File: src/rtl/gdm_pkg.sv
package gdm_pkg;
  localparam int NIB  = 4;          // nibble width of a group operand
  localparam int OPW  = 2 * NIB;    // operand width
  localparam int PW   = 2 * OPW;    // product width
  localparam int NGRP = 4;          // number of partial-product groups
  typedef logic [NIB-1:0][NIB-1:0] pp_t;   // pp[i][j] has weight i+j
  typedef logic [OPW-1:0]          grp_t;  // one group's reduced result
endpackage

File: src/rtl/gdm_cells.sv
module gdm_ha (
  input  logic x,
  input  logic y,
  output logic s,
  output logic c
);
  assign s = x ^ y;
  assign c = x & y;
endmodule

module gdm_fa (
  input  logic x,
  input  logic y,
  input  logic z,
  output logic s,
  output logic c
);
  logic xy;
  assign xy = x ^ y;
  assign s  = xy ^ z;
  assign c  = (x & y) | (z & xy);
endmodule

// Five-input counter cell: three column bits plus two carries from the column below.
// The first adder sees only column bits, so only the second adder lies on the ripple path.
module gdm_c52 (
  input  logic x0,
  input  logic x1,
  input  logic x2,
  input  logic ci_a,
  input  logic ci_b,
  output logic s,
  output logic co_a,
  output logic co_b
);
  logic s_mid;
  gdm_fa u_fa0 (.x(x0), .y(x1), .z(x2), .s(s_mid), .c(co_a));
  gdm_fa u_fa1 (.x(s_mid), .y(ci_a), .z(ci_b), .s(s), .c(co_b));
endmodule

File: src/rtl/gdm_ppgen.sv
module gdm_ppgen
  import gdm_pkg::*;
(
  input  logic [NIB-1:0] a_nib,
  input  logic [NIB-1:0] b_nib,
  output pp_t            pp
);
  for (genvar i = 0; i < NIB; i++) begin : g_row
    for (genvar j = 0; j < NIB; j++) begin : g_col
      assign pp[i][j] = a_nib[i] & b_nib[j];
    end
  end
endmodule

File: src/rtl/gdm_dadda4.sv
// Height-targeted reduction of a 4x4 group: max height 4 -> 3 -> 2, then ripple.
module gdm_dadda4
  import gdm_pkg::*;
(
  input  pp_t  pp,
  output grp_t res
);
  // stage 1: bring columns 3 and 4 down to height 3
  logic d3, k4a, d4, k5a;
  gdm_ha u_s1c3 (.x(pp[0][3]), .y(pp[1][2]), .s(d3), .c(k4a));
  gdm_ha u_s1c4 (.x(pp[1][3]), .y(pp[2][2]), .s(d4), .c(k5a));

  // stage 2: bring every column down to height 2
  logic e2, k3, e3, k4, e4, k5, e5, k6;
  gdm_ha u_s2c2 (.x(pp[0][2]), .y(pp[1][1]), .s(e2), .c(k3));
  gdm_fa u_s2c3 (.x(d3), .y(pp[2][1]), .z(pp[3][0]), .s(e3), .c(k4));
  gdm_fa u_s2c4 (.x(d4), .y(pp[3][1]), .z(k4a), .s(e4), .c(k5));
  gdm_fa u_s2c5 (.x(pp[2][3]), .y(pp[3][2]), .z(k5a), .s(e5), .c(k6));

  // final two-row ripple
  logic q2, q3, q4, q5, q6;
  assign res[0] = pp[0][0];
  gdm_ha u_r1 (.x(pp[0][1]), .y(pp[1][0]), .s(res[1]), .c(q2));
  gdm_fa u_r2 (.x(e2), .y(pp[2][0]), .z(q2), .s(res[2]), .c(q3));
  gdm_fa u_r3 (.x(e3), .y(k3), .z(q3), .s(res[3]), .c(q4));
  gdm_fa u_r4 (.x(e4), .y(k4), .z(q4), .s(res[4]), .c(q5));
  gdm_fa u_r5 (.x(e5), .y(k5), .z(q5), .s(res[5]), .c(q6));
  gdm_fa u_r6 (.x(pp[3][3]), .y(k6), .z(q6), .s(res[6]), .c(res[7]));
endmodule

File: src/rtl/gdm_wallace4.sv
// Layered reduction of a 4x4 group: every column of 2 or 3 is compressed per layer.
module gdm_wallace4
  import gdm_pkg::*;
(
  input  pp_t  pp,
  output grp_t res
);
  // layer 1
  logic w1, h2, w2, h3, w3, h4, w4, h5, w5, h6;
  gdm_ha u_l1c1 (.x(pp[0][1]), .y(pp[1][0]), .s(w1), .c(h2));
  gdm_fa u_l1c2 (.x(pp[0][2]), .y(pp[1][1]), .z(pp[2][0]), .s(w2), .c(h3));
  gdm_fa u_l1c3 (.x(pp[0][3]), .y(pp[1][2]), .z(pp[2][1]), .s(w3), .c(h4));
  gdm_fa u_l1c4 (.x(pp[1][3]), .y(pp[2][2]), .z(pp[3][1]), .s(w4), .c(h5));
  gdm_ha u_l1c5 (.x(pp[2][3]), .y(pp[3][2]), .s(w5), .c(h6));

  // layer 2 (pp[3][0] passed down from layer 1 into column 3)
  logic x2, g3, x3, g4, x4, g5, x5, g6, x6, g7;
  gdm_ha u_l2c2 (.x(w2), .y(h2), .s(x2), .c(g3));
  gdm_fa u_l2c3 (.x(w3), .y(h3), .z(pp[3][0]), .s(x3), .c(g4));
  gdm_ha u_l2c4 (.x(w4), .y(h4), .s(x4), .c(g5));
  gdm_ha u_l2c5 (.x(w5), .y(h5), .s(x5), .c(g6));
  gdm_ha u_l2c6 (.x(pp[3][3]), .y(h6), .s(x6), .c(g7));

  // final two-row ripple
  logic q4, q5, q6, q7;
  assign res[0] = pp[0][0];
  assign res[1] = w1;
  assign res[2] = x2;
  gdm_ha u_r3 (.x(x3), .y(g3), .s(res[3]), .c(q4));
  gdm_fa u_r4 (.x(x4), .y(g4), .z(q4), .s(res[4]), .c(q5));
  gdm_fa u_r5 (.x(x5), .y(g5), .z(q5), .s(res[5]), .c(q6));
  gdm_fa u_r6 (.x(x6), .y(g6), .z(q6), .s(res[6]), .c(q7));
  // a 4x4 product fits in 8 bits, so g7 and q7 are never both set
  assign res[7] = g7 | q7;
endmodule

File: src/rtl/gdm_merge.sv
// Adds the four weight-aligned group results into the product.
module gdm_merge
  import gdm_pkg::*;
(
  input  grp_t [NGRP-1:0] grp,
  output logic [PW-1:0]   sum
);
  localparam int LO = NIB;        // first column with three group bits
  localparam int HI = 3 * NIB;    // first column of the half-adder tail

  // columns below LO hold only the low x low group
  assign sum[LO-1:0] = grp[0][LO-1:0];

  logic [HI:LO] cy_a, cy_b;
  assign cy_a[LO] = 1'b0;
  assign cy_b[LO] = 1'b0;

  for (genvar k = LO; k < HI; k++) begin : g_col
    logic third;
    if (k < OPW) begin : g_lo
      assign third = grp[0][k];
    end else begin : g_hi
      assign third = grp[3][k-OPW];
    end
    gdm_c52 u_cell (
      .x0(grp[1][k-NIB]), .x1(grp[2][k-NIB]), .x2(third),
      .ci_a(cy_a[k]), .ci_b(cy_b[k]),
      .s(sum[k]), .co_a(cy_a[k+1]), .co_b(cy_b[k+1])
    );
  end

  // tail: high x high bits plus the two carries leaving the cell row
  logic [PW-1:HI+1] t;
  gdm_fa u_t0 (.x(grp[3][HI-OPW]), .y(cy_a[HI]), .z(cy_b[HI]),
               .s(sum[HI]), .c(t[HI+1]));
  for (genvar k = HI + 1; k < PW - 1; k++) begin : g_tail
    gdm_ha u_ha (.x(grp[3][k-OPW]), .y(t[k]), .s(sum[k]), .c(t[k+1]));
  end
  // top column: the product fits in PW bits, so no carry leaves it
  assign sum[PW-1] = grp[3][PW-1-OPW] ^ t[PW-1];
endmodule

File: src/rtl/gdm_mult.sv
module gdm_mult
  import gdm_pkg::*;
(
  input  logic          clk,
  input  logic          rst,
  input  logic [OPW-1:0] a_i,
  input  logic [OPW-1:0] b_i,
  output logic [PW-1:0]  prod_o
);
  // group index = 2*(a nibble) + (b nibble): 0 LL, 1 a-low*b-high, 2 a-high*b-low, 3 HH
  grp_t [NGRP-1:0] grp_w;
  logic [PW-1:0]   sum_w;

  for (genvar ga = 0; ga < 2; ga++) begin : g_an
    for (genvar gb = 0; gb < 2; gb++) begin : g_bn
      localparam int IDX = ga * 2 + gb;
      pp_t pp;
      gdm_ppgen u_pp (
        .a_nib(a_i[ga*NIB +: NIB]),
        .b_nib(b_i[gb*NIB +: NIB]),
        .pp(pp)
      );
      if (ga == gb) begin : g_diag
        gdm_dadda4 u_tree (.pp(pp), .res(grp_w[IDX]));
      end else begin : g_cross
        gdm_wallace4 u_tree (.pp(pp), .res(grp_w[IDX]));
      end
    end
  end

  gdm_merge u_merge (.grp(grp_w), .sum(sum_w));

  always_ff @(posedge clk) begin
    if (rst) prod_o <= '0;
    else     prod_o <= sum_w;
  end
endmodule

File: config.mk
export PLATFORM = sky130hd
export DESIGN_NAME = gdm_mult
export DESIGN_NICKNAME = d
export VERILOG_FILES = /design/src/rtl/gdm_pkg.sv /design/src/rtl/gdm_cells.sv /design/src/rtl/gdm_ppgen.sv /design/src/rtl/gdm_dadda4.sv /design/src/rtl/gdm_wallace4.sv /design/src/rtl/gdm_merge.sv /design/src/rtl/gdm_mult.sv
export SDC_FILE = /design/constraint.sdc
export NUM_CORES = 1
export LEC_CHECK = 0
export BUFFER_PORTS_ARGS = -buffer_cell sky130_fd_sc_hd__buf_4
export CORE_ASPECT_RATIO = 0.6
export CORE_MARGIN = 2
export CORE_UTILIZATION = 52
export DETAILED_ROUTE_END_ITERATION = 16
export GPL_TIMING_DRIVEN = 0
export HOLD_SLACK_MARGIN = 0.03
export PLACE_DENSITY = 0.84
export SLEW_MARGIN = 20
export SYNTH_ARGS = -nofsm -noshare
export SYNTH_HDL_FRONTEND = slang
export SYNTH_SLANG_ARGS = --single-unit
File: constraint.sdc
create_clock -name clk -period 5.4 [get_ports clk]
set_input_delay 0 -clock clk [delete_from_list [all_inputs] [get_ports clk]]
set_output_delay 0 -clock clk [all_outputs]
set_load 0.01 [all_outputs]
==> flow_summary.yaml, run 1 <==
setup_path:
  slowest_stage: "fa_1"
  cpLargestDelayFamily: "adder cells"
  critPathArrivalTime_ps: 5760
  critPathMostFrequentCell: "fa_2"
  worstPathCellList: "buf_12 > and2_4 > ha_4 > inv_2 > fa_1 > fa_2 > fa_2 > fa_2 > fa_1 > fa_1 > fa_2 > fa_2 > inv_2 > fa_2 > fa_2 > fa_2 > inv_2 > fa_2 > inv_2 > fa_2 > ha_4 > ha_4 > xnor2_2 > nor2_1"
  path_buf_inv: 5
  cp.required_ps: 5540
  max_stage_delay_ps: 550
  critPathLaunchType: "input pin"
  critPathKind: "in -> reg"
  critPathMaxFanout: 2
  endpoint_kind: "flip-flop"
sta:
  slew_headroom: 0.904
  tightest_slew_ps: 143
  slew_viol_final: 0
  setup_viol: 3
  period_share: 1.04
  hold_viol: 0
  rsz0062_at_grt: "yes"
  period_needed_ps: 5620
  max_freq_mhz: 178
  setup_ws_ps: -219
detailed_routing:
  drt-pass1-iter-count: 6
  wl_per_cell_um: 13.5
  drc: 0
  vias: 1465
  wl_mm: 4.15
  initialDrtViolationCount: 71
  viasPerCell: 4.79
  drtAntennaViolNets: 0
yosys:
  ys_ff_latch: 16
  netlist_instances: 215
  synth_area_mm2: 0.00218
  syn_area_per_cell_um2: 10.1
  yosys_warnings: 0
  synth_nets: 303
  post_synth_num_cell_types: 12
  ys_seq_area_frac: 0.147
hold_path:
  hold-path-cell-count: 3
  hp-class: "in -> reg"
  whs_endpoint: "prod_o[15]"
  min_from: "rst"
finish:
  layout_common_cells: "inv_1, and2_1, fa_1"
  multi_input_area_mm2: 0.00175
  instances_no_fill: 306
  utilization: 0.663
  syn2layout_area_growth_pct: 23.4
  final_common_cell: "inv_1"
  antenna_cells: 0
  final_layout_size_suffix_gt1_frac: 0.285
  n_fill_cell: 317
  final-seq-area_um2: 320
  fin_nets: 345
  reg.largest.list: "prod_o: 16 flops"
  largest_reg_flops: 16
  top_register: "prod_o"
pwr:
  power_frac_clock: 0.142
  vdd_drop_max_uv: 108
  p_sw_mw: 0.269
  p_leak_nw: 1.38
  share_comb_of_total_power: 0.632
  intPower_mw: 0.455
  powerDensity_mw_per_mm2: 270
  pwr-share-seq: 0.226
  switching_share: 0.372
clocking:
  cts_buffer_depth: 2
  clock_sinks: 16
  path_clk_slew_ps: 60
  cts_tree: "built"
  cts-root-buf: "clkbuf_8"
  cts_made_buffers: 3
  cts_max_level: 1
place:
  place_inst: 298
  io_buffers: 33
  place_congestion: 0.893
  post-place-ws_ps: -620
  hpwlAfterDp_mm: 3.51
floorplan:
  ios: 34
  die_h_um: 54.1
  coreArea_mm2: 0.00405
  dieWidth_um: 87.6
  dieArea_mm2: 0.00474
  std_cell_rows: 18
  start_util: 0.537
outcome:
  status: "complete, but fails checks"
  violations: "setup timing"
global_routing:
  grt_pass1_wl_mm: 6.89
  grt_pass1_vias: 1465
  grt_use_total: 0.199
  grt.overflow.total: 0
  grt_max_degree: 11
  antenna_found_initial: 0
job:
  drv_cap: 0
## power by group through the flow
stage,clock (mW),combinational (mW),sequential (mW)
2_1_floorplan,0,0.266,0.185
3_3_place_gp,0,0.410,0.166
3_5_place_dp,0,0.436,0.167
4_1_cts,0.105,0.463,0.164
5_1_grt,0.109,0.530,0.166
6_report,0.103,0.458,0.163
## tightest hold or removal path: stages
cell	delay [ps]
buf_4	120
buf_6	150
nor2_1	40
## cells in the mapped netlist
library cell | instances | share of area
dfxtp_1 | 16 | 0.15
and2_1 | 37 | 0.11
xnor2_1 | 1 | 0.0040
buf_6 | 1 | 0.0052
and2b_2 | 6 | 0.024
nand2_1 | 27 | 0.047
nor2b_2 | 4 | 0.016
or2_2 | 2 | 0.0057
nor2_1 | 6 | 0.010
ha_1 | 25 | 0.14
inv_1 | 45 | 0.078
fa_1 | 45 | 0.41
## routing by layer
metal / wire (um) / global-route usage
met5: 0 / 0
met4: 62 / 0.0718
met3: 382 / 0.0414
met2: 1760 / 0.297
met1: 1940 / 0.290
## area by class of cell
| type | instances | share of cell area |
|---|---|---|
| well taps | 50 | 0.0233 |
| plain buffers | 1 | 0.00419 |
| clock buffers | 4 | 0.0205 |
| repair buffers | 37 | 0.118 |
| multi-input cells | 153 | 0.652 |
| flip-flops and latches | 16 | 0.119 |
| inverters | 45 | 0.0628 |
## logic make-up (layout without fill, tap and decap cells)
kind of cell | Yosys count | count (layout) | share of synthesized area
fa+ha+maj | 70 | 70 | 0.557
buf+inv | 46 | 87 | 0.0827
flops | 16 | 16 | 0.147
xor+xnor | 1 | 1 | 0.00402
simple gates | 82 | 82 | 0.209
## what timing repair did
action / 4_1_cts / 5_1_grt
pin swaps: 3 / 0
hold buffers: 1 / 0
buffers inserted: 3 / 0
setup endpoints to repair: 4 / 4
hold endpoints to repair: 1 / 0
gates resized for setup: 20 / 0
## how the worst max path moves through the flow
stage	startpoint	to	slack (ps)	cells after the start
final	b_i[2]	prod_o[15]	-220	24
after global routing	b_i[2]	prod_o[15]	-380	24
after CTS	b_i[2]	prod_o[15]	-200	24
after detailed placement	a_i[0]	prod_o[14]	-620	23
after global placement	a_i[0]	prod_o[14]	-520	23
after floorplan	a_i[0]	prod_o[14]	-170	22
## per-stage QoR
step	power [mW]	hold WS (ps)	setup TNS, ps	instance area, um2
3_5_place_dp	0.602	281	-2140	2510
6_report	0.724	106	-477	2690
2_1_floorplan	0.451	114	-257	2200
3_3_place_gp	0.576	283	-1720	2510
4_1_cts	0.732	97.7	-439	2690
5_1_grt	0.805	108	-1020	2690
Power figures use the tool's default switching activity.
==> run 2: changes to the inputs <==
--- a/config.mk
+++ b/config.mk
@@ -5,14 +5,15 @@
 export SDC_FILE = /design/constraint.sdc
 export NUM_CORES = 1
 export LEC_CHECK = 0
+export ABC_AREA = 1
 export BUFFER_PORTS_ARGS = -buffer_cell sky130_fd_sc_hd__buf_4
 export CORE_ASPECT_RATIO = 0.6
 export CORE_MARGIN = 2
-export CORE_UTILIZATION = 52
+export CORE_UTILIZATION = 53
 export DETAILED_ROUTE_END_ITERATION = 16
 export GPL_TIMING_DRIVEN = 0
 export HOLD_SLACK_MARGIN = 0.03
-export PLACE_DENSITY = 0.84
+export PLACE_DENSITY = 0.85
 export SLEW_MARGIN = 20
 export SYNTH_ARGS = -nofsm -noshare
 export SYNTH_HDL_FRONTEND = slang
==> flow_summary.yaml, run 2 <==
sta:
  period_needed_ps: 5400
  finalSetupTns_ps: -4.36
  rsz0062_at_grt: "yes"
  hold_viol: 0
  setup_ws_ps: -4.36
  slew_headroom: 0.865
  tightest_slew_ps: 203
  period_share: 1.00
  setup_viol: 1
  max_freq_mhz: 185
  slew_viol_final: 0
setup_path:
  critPathKind: "in -> reg"
  critPathMaxFanout: 3
  critPathLaunchType: "input pin"
  critPathArrivalTime_ps: 5590
  cp.required_ps: 5590
  endpoint_kind: "flip-flop"
finish:
  fin_nets: 401
  layout_common_cells: "inv_1, nand2_1, fa_1"
  instances_no_fill: 371
  reg.largest.list: "prod_o: 16 flops"
  largest_reg_flops: 16
  antenna_cells: 0
  final_common_cell: "inv_1"
  top_register: "prod_o"
  utilization: 0.671
  syn2layout_area_growth_pct: 20.2
  final_layout_size_suffix_gt1_frac: 0.219
place:
  hpwlAfterDp_mm: 3.72
  place_inst: 358
  io_buffers: 16
  place_congestion: 0.839
  post-place-ws_ps: -391
job:
  drv_cap: 0
pwr:
  finalPower_mw: 0.759
  p_leak_nw: 1.71
  powerDensity_mw_per_mm2: 273
  vdd_drop_max_uv: 169
yosys:
  ys_seq_area_frac: 0.138
  synth_edf_count: 0
  netlist_instances: 282
  synth_area_mm2: 0.00231
  synth.top_cell.area_share: 0.389
  synth_area_leaders: "fa_1, inv_1, dfxtp_1"
  netlist_top_cells_count: "inv_1, nand2_1, fa_1, ha_1, nor2_1"
  post_synth_num_cell_types: 10
  synth_nets: 370
  syn_area_per_cell_um2: 8.20
  synth.most_common_cell: "inv_1"
  yosysTopAreaCell: "fa_1"
  yosys_warnings: 0
  synthArstFlopShare: 0
  ys_ff_latch: 16
  synth_ff_type: "dfxtp_1"
global_routing:
  grt.overflow.total: 0
  antenna_found_initial: 0
  grt_pass1_wl_mm: 8.14
  grt_max_degree: 11
  grt_pass1_vias: 1834
  grt_use_total: 0.228
clocking:
  clock_sinks: 16
  cts_made_buffers: 3
  cts_tree: "built"
  path_clk_slew_ps: 60
  cts_buffer_depth: 2
  cts-root-buf: "clkbuf_8"
  cts_max_level: 1
hold_path:
  whs_endpoint: "prod_o[0]"
  min_from: "b_i[0]"
  hp-class: "in -> reg"
  hold-path-cell-count: 3
detailed_routing:
  wl_mm: 4.84
  drc: 0
  drt-pass1-iter-count: 4
  vias: 1756
  initialDrtViolationCount: 107
  wl_per_cell_um: 13.0
  drtAntennaViolNets: 0
  viasPerCell: 4.73
floorplan:
  dieWidth_um: 89.3
  ios: 34
  start_util: 0.558
  die_h_um: 55.2
  dieArea_mm2: 0.00493
  std_cell_rows: 18
  coreArea_mm2: 0.00414
outcome:
  violations: "setup timing"
  status: "complete, but fails checks"
[run 2: changes by cell type in the layout (fill, tap and decap cells not counted), sizes merged]
| cell | previous run | this run |
|---|---|---|
| and2 | 37 | 0 |
| and2b | 6 | 0 |
| buf | 37 | 39 |
| clkbuf | 4 | 3 |
| dlygate4sd3 | 1 | 5 |
| inv | 45 | 93 |
| nand2 | 27 | 66 |
| nor2 | 6 | 17 |
| nor2b | 4 | 0 |
| xnor2 | 1 | 0 |
[run 2: logic make-up after synthesis]
| kind of cell | count (synthesis) | synth area share |
|---|---|---|
| adder cells (fa/ha/maj) | 70 | 0.525 |
| buffers and inverters | 111 | 0.197 |
| flip-flops | 16 | 0.138 |
| AND/OR/NAND/NOR | 85 | 0.140 |
[run 2: timing repair]
item,4_1_cts,5_1_grt
hold buffers,4,1
resized for setup,14,4
setup buffers,5,0
setup endpoints to repair,2,2
endpoints found under the hold margin,7,3
pin swaps,5,2
[run 2: how the worst max path moves through the flow]
stage	from	endpoint
finish	b_i[2]	prod_o[14]
global route	b_i[2]	prod_o[14]
CTS	b_i[2]	prod_o[14]
detailed placement	b_i[2]	prod_o[14]
global placement	b_i[3]	prod_o[14]
floorplan	b_i[3]	prod_o[14]
[run 2: per-layer routing]
| metal | routed length (um) | global-route usage |
|---|---|---|
| met1 | 1980 | 0.287 |
| met2 | 2380 | 0.410 |
| met3 | 364 | 0.0475 |
| met4 | 108 | 0.0647 |
| met5 | 0 | 0 |
[run 2: worst max-delay path: stages]
cell,delay [ps]
buf_12,110
nand2_4,70
inv_4,40
ha_4,260
inv_2,30
fa_1,450
fa_2,350
fa_2,340
fa_2,340
fa_1,470
fa_1,530
fa_2,200
fa_2,190
inv_2,40
fa_2,330
fa_2,350
fa_2,340
inv_2,60
fa_2,180
inv_2,30
fa_2,340
ha_4,170
ha_4,250
inv_2,30
nor2_2,70
[run 2: stage by stage]
step	hold slack [ps]	cell area, um2
3_5_place_dp	201	2590
4_1_cts	-58.0	2760
5_1_grt	68.4	2780
3_3_place_gp	196	2590
2_1_floorplan	184	2390
6_report	69.3	2780
[run 2: layout make-up]
class                      instances  area, um2
clock buffer                       3       41.3
inverter                          93        354
buffer                            18        161
fill                             329       1360
tap                               60       75.1
timing repair buffer              26        208
multi-input combinational        155       1620
sequential                        16        320
[run 2: where the power goes]
group | internal [mW] | switching, mW
Combinational | 0.244 | 0.264
Sequential | 0.155 | 0.00818
Clock | 0.0494 | 0.0385
